==> src/rtl/field_deposit_unit.sv <==
module field_deposit_unit #(
  parameter logic [5:0] OPCODE = 6'h35
) (
  input  logic        clk,
  input  logic        rst_n,
  input  logic        valid_in,
  input  logic [31:0] insn,
  input  logic [31:0] src_val,
  input  logic [31:0] dst_old,
  input  logic [4:0]  sar,
  output logic        res_valid,
  output logic [31:0] result,
  output logic [4:0]  rd_idx,
  output logic        wr_en,
  output logic [2:0]  cond_out,
  output logic        cond_valid,
  output logic        illegal
);
  localparam int W = 32;

  logic          op_hit, var_form, fix_form, legal;
  logic [W-1:0]  konst, value, low_mask, fmask, fval, nxt;
  logic [5:0]    len;
  logic [4:0]    pos;

  assign op_hit   = insn[31:26] == OPCODE;
  assign fix_form = op_hit && insn[11];
  assign var_form = op_hit && !insn[11] && (insn[9:5] == 5'd0);
  assign legal    = fix_form || var_form;

  // sign sits in the lowest bit of the 5-bit constant
  assign konst    = {{(W-4){insn[16]}}, insn[20:17]};
  assign value    = insn[12] ? konst : src_val;

  assign len      = 6'd32 - {1'b0, insn[4:0]};
  assign low_mask = ~({W{1'b1}} << len);
  assign pos      = fix_form ? insn[9:5] : (sar ^ 5'd31);

  // left shift drops bits past the top: this is the length clamp
  assign fmask    = low_mask << pos;
  assign fval     = (value & low_mask) << pos;
  assign nxt      = insn[10] ? ((dst_old & ~fmask) | fval) : fval;

  always_ff @(posedge clk) begin
    if (!rst_n) begin
      res_valid  <= 1'b0;
      result     <= '0;
      rd_idx     <= '0;
      wr_en      <= 1'b0;
      cond_out   <= '0;
      cond_valid <= 1'b0;
      illegal    <= 1'b0;
    end else begin
      res_valid  <= valid_in;
      wr_en      <= valid_in && legal;
      illegal    <= valid_in && !legal;
      cond_valid <= valid_in && legal && (insn[15:13] != 3'd0);
      if (valid_in) begin
        result   <= legal ? nxt : '0;
        rd_idx   <= legal ? insn[25:21] : 5'd0;
        cond_out <= legal ? insn[15:13] : 3'd0;
      end
    end
  end
endmodule

==> config.mk <==
export PLATFORM = sky130hd
export DESIGN_NAME = field_deposit_unit
export DESIGN_NICKNAME = d
export VERILOG_FILES = /design/src/rtl/field_deposit_unit.sv
export SDC_FILE = /design/constraint.sdc
export NUM_CORES = 1
export LEC_CHECK = 0
export ABC_AREA = 1
export BUFFER_PORTS_ARGS = -buffer_cell sky130_fd_sc_hd__buf_2
export CAP_MARGIN = 20
export CORE_MARGIN = 4
export CORE_UTILIZATION = 43
export DETAILED_ROUTE_END_ITERATION = 7
export GPL_TIMING_DRIVEN = 0
export PLACE_DENSITY_LB_ADDON = 0.25
export SYNTH_ARGS = -nofsm -noshare
export SYNTH_HDL_FRONTEND = slang
export SYNTH_SLANG_ARGS = --single-unit
==> constraint.sdc <==
create_clock -name clk -period 3.36 [get_ports clk]
set_input_delay 0.672 -clock clk [delete_from_list [all_inputs] [get_ports clk]]
set_output_delay 0.672 -clock clk [all_outputs]
set_load 0.01 [all_outputs]
Word-level counts from Yosys, hierarchy flattened:

Cells that the tools add are included.

* divide/modulo/power cells: 0
* shift-type cells: 3
* add/sub/neg operators: 1
* reduce and logical (&&, ||, !) cells: 11
* bitwise logic cells: 6
* muxes and demuxes: 6
* magnitude comparators: 0
* multipliers: 0
* eq/ne operators: 1

Operators by type and width (number)
* $mux 32: 3
* $and 32x32->32: 2
* $not 32->32: 2
* $shl 32x5->32: 2
* $or 32x32->32: 1
* $shl 32x6->32 const A: 1
* $mux 5: 2
* $eq 6x6->1 const B: 1
* $logic_and 1x1->1: 6
* $sub 6x5->6 const A: 1
* $logic_not 5->1: 1
* $not 5->5: 1
* $mux 3: 1
* $reduce_bool 3->1: 1
* $logic_not 1->1: 2
* $logic_or 1x1->1: 1

* bits in registers: 44
* latch bits: 0
* memories: 0
* bits of input ports: 104
* bits in read-only memories: 0
* word-level logic and storage cells: 35
* bits in writable memories: 0
* output and inout port bits: 44

Logic depth before layout (Yosys ltp):

Gate-level depths: netlist of the first run.

* word-level depth: 9
* gate-level depth with buffers: 20
* depth with buffers taken out: 20

Worst setup path before layout of the first run:

No wires, ideal clock.

* path type: in2reg
* start point: in insn[0]
* end point: reg result[30]
* data required time: 3.246 ns
* cell stages on the path: 19
* arrival time: 2.517 ns
* library setup time: 0.114 ns
* path buffers: 0
* path slack: 0.729 ns
* path through: inv_1 -> ha_1 -> inv_1 -> ha_1 -> inv_1 -> nor2_1 -> inv_1 -> nand3_1 -> nand2_1 -> nand3_1 -> nand2_1 -> nand2_1 -> nand2_1 -> nand3_1 -> nand3_1 -> nand2_1 -> nand3_1 -> nand3_1 -> nand2_1

* word-level cells in the longest chain between the ends: 9
* elaborated cells on any way between the ends: 11
* classes of those cells: add/sub: 1; shift: 3; mux: 2; bitwise: 5

RTL lines
* start: declaration: RTL line 7 `input logic [31:0] insn,`
* $sub 6x5->6 *: RTL line 35 `assign len = 6'd32 - {1'b0, insn[4:0]};`
* $shl 32x6->32 *: RTL line 36 `assign low_mask = ~({W{1'b1}} << len);`
* $not 32->32 *: RTL line 36
* $shl 32x5->32: RTL line 40 `assign fmask = low_mask << pos;`
* $not 32->32: RTL line 42 `assign nxt = insn[10] ? ((dst_old & ~fmask) | fval) : fval;`
* $and 32x32->32: RTL line 42
* $or 32x32->32: RTL line 42
* $mux 32 *: RTL line 42
* $mux 32 *: RTL line 59 `result <= legal ? nxt : '0;`
* end signal: assignment: RTL line 59
* end: declaration: RTL line 12 `output logic [31:0] result,`

Every way passes the cells marked *; elsewhere a longest branch is shown, timed or not.
A chain may end at the register's enable or synchronous reset.

Worst setup path in the final report of the first run:

* start point: in insn[0]
* end point: reg result[29]

The elaborated chain is that of the path after synthesis.

==> run metrics, run 1 <==
run status completed; met2 routed WL about 12000 µm; Setup Viol. Count Final 0; Skew-Pair Late Insertion Delay approximately 0.29 ns; Cell variety after synth 33; Post-synth EDFFs 0; Max-Cap Viols 0; # fillers ~1600; CP max FO 6; crit-path cells buf_2, inv_1, ha_1, inv_1, ha_1, inv_1, nor2_1, nand3_2, inv_1, nand2_1, nand3_1, nand3_1, nand3_1, nand3_1, nand2_1, nand3_1, nand3_1, nand2_1; cts repair resizes 0; io pins around 150; Peak VDD IR ~0.00019 V; number of post-CTS setup repair buffers 0; CP arrival around 3.3 ns; die height 128 µm; post-synthesis sequential area ratio 14.3%; min Tclk post-route between 3 and 4 ns; Rel. slew slack between 50 and 60%; share of layout cells above drive strength 1 roughly 16%; Die ar. approximately 0.016 mm²; largest net degree at the start of global routing 14; Pleak 4.28 nW; GPL Wtd Cong about 1.1; pwr dens between 200 and 300 mW/mm²; clock slew at reported path FFs 0.06 ns; antenna violations before repair 0; Layout Area Growth over Synthesis 18.4%; vias per cell roughly 5.9; CTS buffer count 5; number of cell rows between 40 and 50; CTS tree done; Synth Instances around 1200; Slew Limit Fails 0; post-synthesis async set-or-reset flop share 0%; final setup margin roughly 0.21 ns; hold crit path type register to register; endpoints failing hold 0; DR iter-0 viols ~1300; total number of vias slightly above 9000; ys flop type dfxtp_1; Req. time, crit path approximately 3.5 ns; crit path kind input pin to register; CTS Hold Buffers Added 0; register bit total from synthesis 44; Layout Nets roughly 1500; Mapped Nets between 1000 and 1500; gr ovfl total 0; CP max stage cell ha_1; Longest Clk Path Bufs 2; Post-Place Worst Slack -0.0204 ns; worst slew pin tran roughly 0.6 ns; root buffer cell clkbuf_16; CP peak stage delay 0.32 ns; Sink Count 44; crit path launch type input pin; Ant. Diodes 0; post-route ant nets 0; total track usage between 30% and 40%; met3 wire length ~3100 µm; drt pass-1 iters 6; hold path cells 2; H-tree levels 2; Core ar. approximately 0.014 mm²; Detailed Route WL approximately 28000 µm; Post-Syn Area approximately 0.0062 mm²; initial core utilization 44.2%; R2R depth 1; vias in the first global route ~8400; top layer in use met4; routed len/inst 18.1 µm; number of port buffers between 100 and 150; max frequency 317 MHz; setup tns final 0 ns; Final Skew 0 ns; DRC Markers 0; Syn Area/Cell roughly 5.1 µm²; Yosys warnings 0; crit-path most repeated cell nand3_1; crit end category register; Metal-1 WL 11300 µm; first-pass GRT wire length 43300 µm; final worst-path cycle share between 90% and 100%; die width about 130 µm; post-DP HPWL ~23000 µm
-- registers in the layout (all words and copies together), names as in the netlist --
register,flops
cond_out,3
cond_valid,1
illegal,1
rd_idx,5
res_valid,1
result,32
wr_en,1
-- cell usage in the layout, fill, tap and decap left out, drive strengths merged --
master | synthesis | final
nand2 | 549 | 549
nand3 | 396 | 396
buf | 48 | 195
inv | 68 | 68
dfxtp | 44 | 44
clkbuf | 27 | 33
nor2 | 31 | 31
o21ai | 19 | 19
nand4 | 14 | 14
o22ai | 6 | 6
a22o | 5 | 5
ha | 5 | 5
nor3 | 3 | 3
a21oi | 3 | 3
o32ai | 1 | 1
o211ai | 1 | 1
o31ai | 1 | 1
a31oi | 1 | 1
clkinv | 0 | 1
bufinv | 0 | 1
-- kinds of logic after synthesis --
logic type	count (synthesis)	synth area share, %
AOI/OAI and AO/OA	37	3.89
adders and majority gates	5	1.01
buffers and inverters	143	10.3
DFF	44	14.3
and+or+nand+nor	993	70.6
-- metal layers --
metal / vias to the layer above / track usage [%]
met5: - / 0
met4: 0 / 15.5
met3: 141 / 6.21
met2: 634 / 51.9
met1: 4111 / 44.5
li1: 4333 / -
-- where the power goes --
group          switching, mW  internal (mW)
clock network          0.204          0.350
logic                  0.689          0.303
registers           0.000628          0.524
-- synthesized netlist by cell type (3+ instances only) --
| master | count | area share [%] |
|---|---|---|
| nand2_1 | 539 | 33 |
| nand3_1 | 393 | 32 |
| o21ai_0 | 5 | 0.41 |
| buf_4 | 10 | 1.2 |
| nor2_2 | 3 | 0.30 |
| a22o_1 | 5 | 0.71 |
| buf_1 | 8 | 0.49 |
| o21ai_1 | 11 | 0.89 |
| buf_2 | 27 | 2.2 |
| clkbuf_1 | 27 | 1.6 |
| nand2_2 | 8 | 0.81 |
| a21oi_1 | 3 | 0.24 |
| nand4_1 | 14 | 1.4 |
| inv_1 | 63 | 3.8 |
| ha_1 | 5 | 1.0 |
| inv_2 | 5 | 0.30 |
| o22ai_1 | 6 | 0.61 |
| nor3_1 | 3 | 0.24 |
| nor2_1 | 25 | 1.5 |
| dfxtp_1 | 44 | 14 |
-- path summary, 6_finish.rpt --
path | start | endpoint | slack [ns]
worst max-delay path | insn[0] | result[29] | 0.21
worst min-delay path | result[0] | result[0] | 0.45
worst max register to register | rd_idx[1] | rd_idx[1] | 2.73
worst min register to register | result[0] | result[0] | 0.45
-- critical path: cells and delay by family --
family / cells / cell delay (ns)
buffers and inverters: 5 / 0.54
adder cells (fa/ha/maj): 2 / 0.58
AND/OR/NAND/NOR: 11 / 1.52
-- cell type report --
class | instances | area, µm² | share of cell area [%]
buffer | 75 | 379 | 5.18
clock buffer | 6 | 129 | 1.76
clock inverter | 2 | 35.0 | 0.479
timing repair buffer | 147 | 736 | 10.1
sequential | 44 | 881 | 12.0
multi-input combinational | 1035 | 4670 | 63.9
inverter | 68 | 255 | 3.49
tap | 180 | 225 | 3.08
-- stage by stage --
| step | hold WS (ns) | area (µm²) | instances | total power, mW | util (%) |
|---|---|---|---|---|---|
| 4_1_cts | 0.451 | 7300 | 1557 | 2.03 | 52.2 |
| 2_1_floorplan | 0.476 | 6180 | 1222 | 1.17 | - |
| 5_1_grt | 0.468 | 7310 | 1557 | 2.19 | 52.3 |
| 3_5_place_dp | 0.435 | 7140 | 1549 | 1.48 | 51.0 |
| 3_3_place_gp | 0.434 | 7140 | 1549 | 1.48 | 51.0 |
| 6_report | 0.448 | 7310 | 1557 | 2.07 | 52.3 |
Power figures use the tool's default switching activity.
==> run 2: changes to the inputs <==
--- a/config.mk
+++ b/config.mk
@@ -5,7 +5,6 @@
 export SDC_FILE = /design/constraint.sdc
 export NUM_CORES = 1
 export LEC_CHECK = 0
-export ABC_AREA = 1
 export BUFFER_PORTS_ARGS = -buffer_cell sky130_fd_sc_hd__buf_2
 export CAP_MARGIN = 20
 export CORE_MARGIN = 4
==> run 2 against run 1 <==
Effect of this change:
- the flow now finishes with violations (DRC, setup timing)
- critical path depth decreased by 5
- global-route usage up 2.6 points
- clock skew stayed put
- power is 11% higher
- wire length increased by 8.3%
- register-to-register slack lost 0.63 ns
- design area is 12% higher
- synthesized cell count is 34% lower
- die area shrank 4.9%
- via count decreased by 11%
- area after synthesis fell by 5.2%
- critical endpoint is now result[28]
- largest cell class unchanged
- largest power group unchanged
- highest routed layer is now met5
==> run metrics, run 2 <==
run status finished with violations (was completed); failing checks DRC, setup timing; part of the power in registers 22.8% (was 25.3%); mux share of post-synthesis cell area 15.0% (was 0%); Syn Area/Cell 7.23 µm² (was 5.05 µm²); count leader, synth nand2_1 (unchanged); crit-path most repeated cell buf_6 (was nand3_1); Req. time, crit path 3.54 ns (was 3.53 ns); total track usage 35.9% (was 33.3%); crit end category register (unchanged); antenna violations before repair 0 (unchanged); number of cell rows 42 (was 43); initial core utilization 44.0% (was 44.2%); crit path launch type input pin (unchanged); worst slew pin tran 0.750 ns (was 0.613 ns); Sw Ratio 41.5% (was 43.2%); Synth Area in XOR/XNOR 0% (unchanged); Longest Clk Path Bufs 2 (unchanged); largest family of logic cells by synthesized area compound AO/OA/AOI/OAI gates (was simple AND/OR/NAND/NOR gates); pwr dens 281 mW/mm² (was 283 mW/mm²); crit path kind input pin to register (unchanged); routed len/inst 25.9 µm (was 18.1 µm); gr ovfl total 0 (unchanged); endpoints failing hold 0 (unchanged); area share of and/or/nand/nor cells after synthesis 19.9% (was 70.6%); Yosys warnings 0 (unchanged); ys flop type dfxtp_1 (unchanged); die height 125 µm (was 128 µm); commonest non-fill, non-tap cell in the layout buf_2 (was nand2_1); post-synthesis async set-or-reset flop share 0% (unchanged); Layout Nets 1106 (was 1485); register bit total from synthesis 44 (unchanged); Clock power frac 25.4% (was 26.8%); CP peak stage delay 0.38 ns (was 0.32 ns); ranking of synthesized cells by area dfxtp_1, mux2i_1, a21oi_1, nand2_1, o21ai_0 (was nand2_1, nand3_1, dfxtp_1, inv_1, buf_2); Ant. Diodes 0 (unchanged); CP max stage cell or3_4 (was ha_1); clock slew at reported path FFs 0.07 ns (was 0.06 ns); Post-synth EDFFs 0 (unchanged); final worst-path cycle share 103% (was 93.8%); R2R depth 4 (was 1); Slew Limit Fails 0 (unchanged); post-DP HPWL 23300 µm (was 23000 µm); max FFs per register 32 (unchanged); CTS buffer count 5 (unchanged); max frequency 290 MHz (was 317 MHz); Layout Utilization 61.7% (was 52.3%); Synth top cells by count nand2_1, a21oi_1, mux2i_1, nor2_1, clkbuf_1 (was nand2_1, nand3_1, inv_1, dfxtp_1); largest net degree at the start of global routing 15 (was 14); CP arrival 3.63 ns (was 3.33 ns); share of layout cells above drive strength 1 39.1% (was 16.3%); Max-Cap Viols 0 (unchanged); die width 125 µm (was 128 µm); Yosys top cell by area dfxtp_1 (was nand2_1); final setup margin -0.0872 ns (was 0.208 ns); Final Skew 0 ns (unchanged); H-tree levels 2 (unchanged); DR iter-0 viols 1291 (was 1305); Peak VDD IR 0.000261 V (was 0.000193 V); Logic pwr share 51.8% (was 47.9%); area share of the largest cell type after synthesis 15.1% (was 32.8%); total number of vias 8188 (was 9219); root buffer cell clkbuf_16 (unchanged); unrepaired setup endpoints after global routing yes; drt pass-1 iters 8 (was 6); hold_sp result[6] (was result[0]); Synth Instances 809 (was 1222); Worst setup startpoint insn[2] (was insn[0]); first-pass GRT wire length 44400 µm (was 43300 µm); R2R Path Start result[20] (was rd_idx[1]); Layout Area Growth over Synthesis 40.1% (was 18.4%); Most flops, register result (unchanged); most frequent cells in the layout buf_2, nand2_1, a21oi_1 (was nand2_1, nand3_1, buf_2); Mapped Nets 918 (was 1331); Skew-Pair Late Insertion Delay 0.29 ns (about the same); Compound-Gate Fraction of Synth Area 42.5% (was 3.89%); Die ar. 0.0155 mm² (was 0.0163 mm²); Psw 955 µW (was 894 µW); Post-Place Worst Slack -0.974 ns (was -0.0204 ns); post-route ant nets 0 (unchanged); min Tclk post-route 3.45 ns (was 3.15 ns); Core ar. 0.0133 mm² (was 0.0140 mm²); Sink Count 44 (unchanged); post-synthesis sequential area ratio 15.1% (was 14.3%); crit-path cells buf_6, or3_4, buf_6, o32a_1, buf_6, o21ai_1, mux2i_1, a222oi_1, buf_4, o21ai_1, mux2i_1, o311ai_2, a32o_1 (was buf_2, inv_1, ha_1, inv_1, ha_1, inv_1, nor2_1, nand3_2, inv_1, nand2_1, nand3_1, nand3_1, nand3_1, nand3_1, nand2_1, nand3_1, nand3_1, nand2_1); Detailed Route WL 30500 µm (was 28100 µm); Setup Viol. Count Final 3 (was 0); Rel. slew slack 49.8% (was 59.2%); vias in the first global route 7519 (was 8408); Cell variety after synth 81 (was 33); hold path cells 2 (unchanged); vias per cell 6.97 (was 5.92); CP max FO 10 (was 6); Top Registers result: 32 flops, rd_idx: 5 flops, cond_out: 3 flops (unchanged); hold crit path type register to register (unchanged); io pins 148 (unchanged); P_int 1.35 mW (was 1.18 mW); CTS tree done (unchanged); CTS Hold Buffers Added 0 (unchanged); GPL Wtd Cong 1.06 (about the same); DRC Markers 1 (was 0); Post-Syn Area 0.00585 mm² (was 0.00618 mm²); adder-cell share of the synthesized area 1.07% (was 1.01%); # fillers 1240 (was 1614); number of port buffers 143 (was 147); Pleak 3.38 nW (was 4.28 nW)
[run 2: layout make-up]
| class | instances | area (µm²) | share of cell area [%] |
|---|---|---|---|
| clock inverter | 2 | 38.8 | 0.473 |
| clock buffer | 6 | 139 | 1.69 |
| tap | 176 | 220 | 2.69 |
| sequential | 44 | 881 | 10.7 |
| timing repair buffer | 187 | 1100 | 13.4 |
| multi-input combinational | 678 | 5340 | 65.2 |
| buffer | 70 | 434 | 5.29 |
| inverter | 11 | 48.8 | 0.595 |
[run 2: what timing repair did]
action / CTS / global route
resized for setup: 110 / 111
gates cloned: 0 / 0
hold endpoints to repair: 0 / 0
setup endpoints to repair: 31 / 24
buffers inserted: 15 / 29
pin swaps: 9 / 26
[run 2: per-layer routing]
metal / track usage, % / up-vias / part of all wire [%]
li1: - / 3543 / -
met1: 49.0 / 3857 / 40
met2: 54.5 / 662 / 43
met3: 9.48 / 124 / 12
met4: 12.3 / 2 / 4.7
met5: 2.29 / - / 0.14
[run 2: final timing paths]
path,slack [ns],to
hold reg to reg,0.45,result[6]
setup reg to reg,2.10,result[20]
hold / removal,0.45,result[6]
setup / recovery,-0.09,result[28]
[run 2: cells by family after synthesis]
family / after synthesis
compound gates: 342
fa+ha+maj: 5
buf+inv: 87
flops: 44
mux: 84
simple gates: 247
[run 2: critical path, delay by kind of cell]
kind	cells	cell delay, ns
AO/OA/AOI/OAI	6	1.52
AND/OR/NAND/NOR	1	0.38
multiplexers	2	0.42
buffers and inverters	4	0.63
[run 2: through the flow]
stage	cell area [µm²]	setup TNS [ns]	instances	power, mW	hold slack, ns
6_report	8200	-0.0939	1174	2.30	0.454
5_1_grt	8200	-0.181	1174	2.37	0.482
4_1_cts	7510	-0.388	1146	2.12	0.457
3_5_place_dp	6830	-19.74	1128	1.44	0.439
3_3_place_gp	6830	-20.57	1128	1.45	0.435
2_1_floorplan	5900	0	809	1.11	0.475
[run 2: power by group through the flow]
stage | clock network, mW | registers [mW] | logic (mW)
floorplan | 0 | 0.537 | 0.572
global placement | 0 | 0.536 | 0.911
detailed placement | 0 | 0.536 | 0.905
CTS | 0.582 | 0.524 | 1.01
global route | 0.615 | 0.524 | 1.23
finish | 0.585 | 0.524 | 1.19
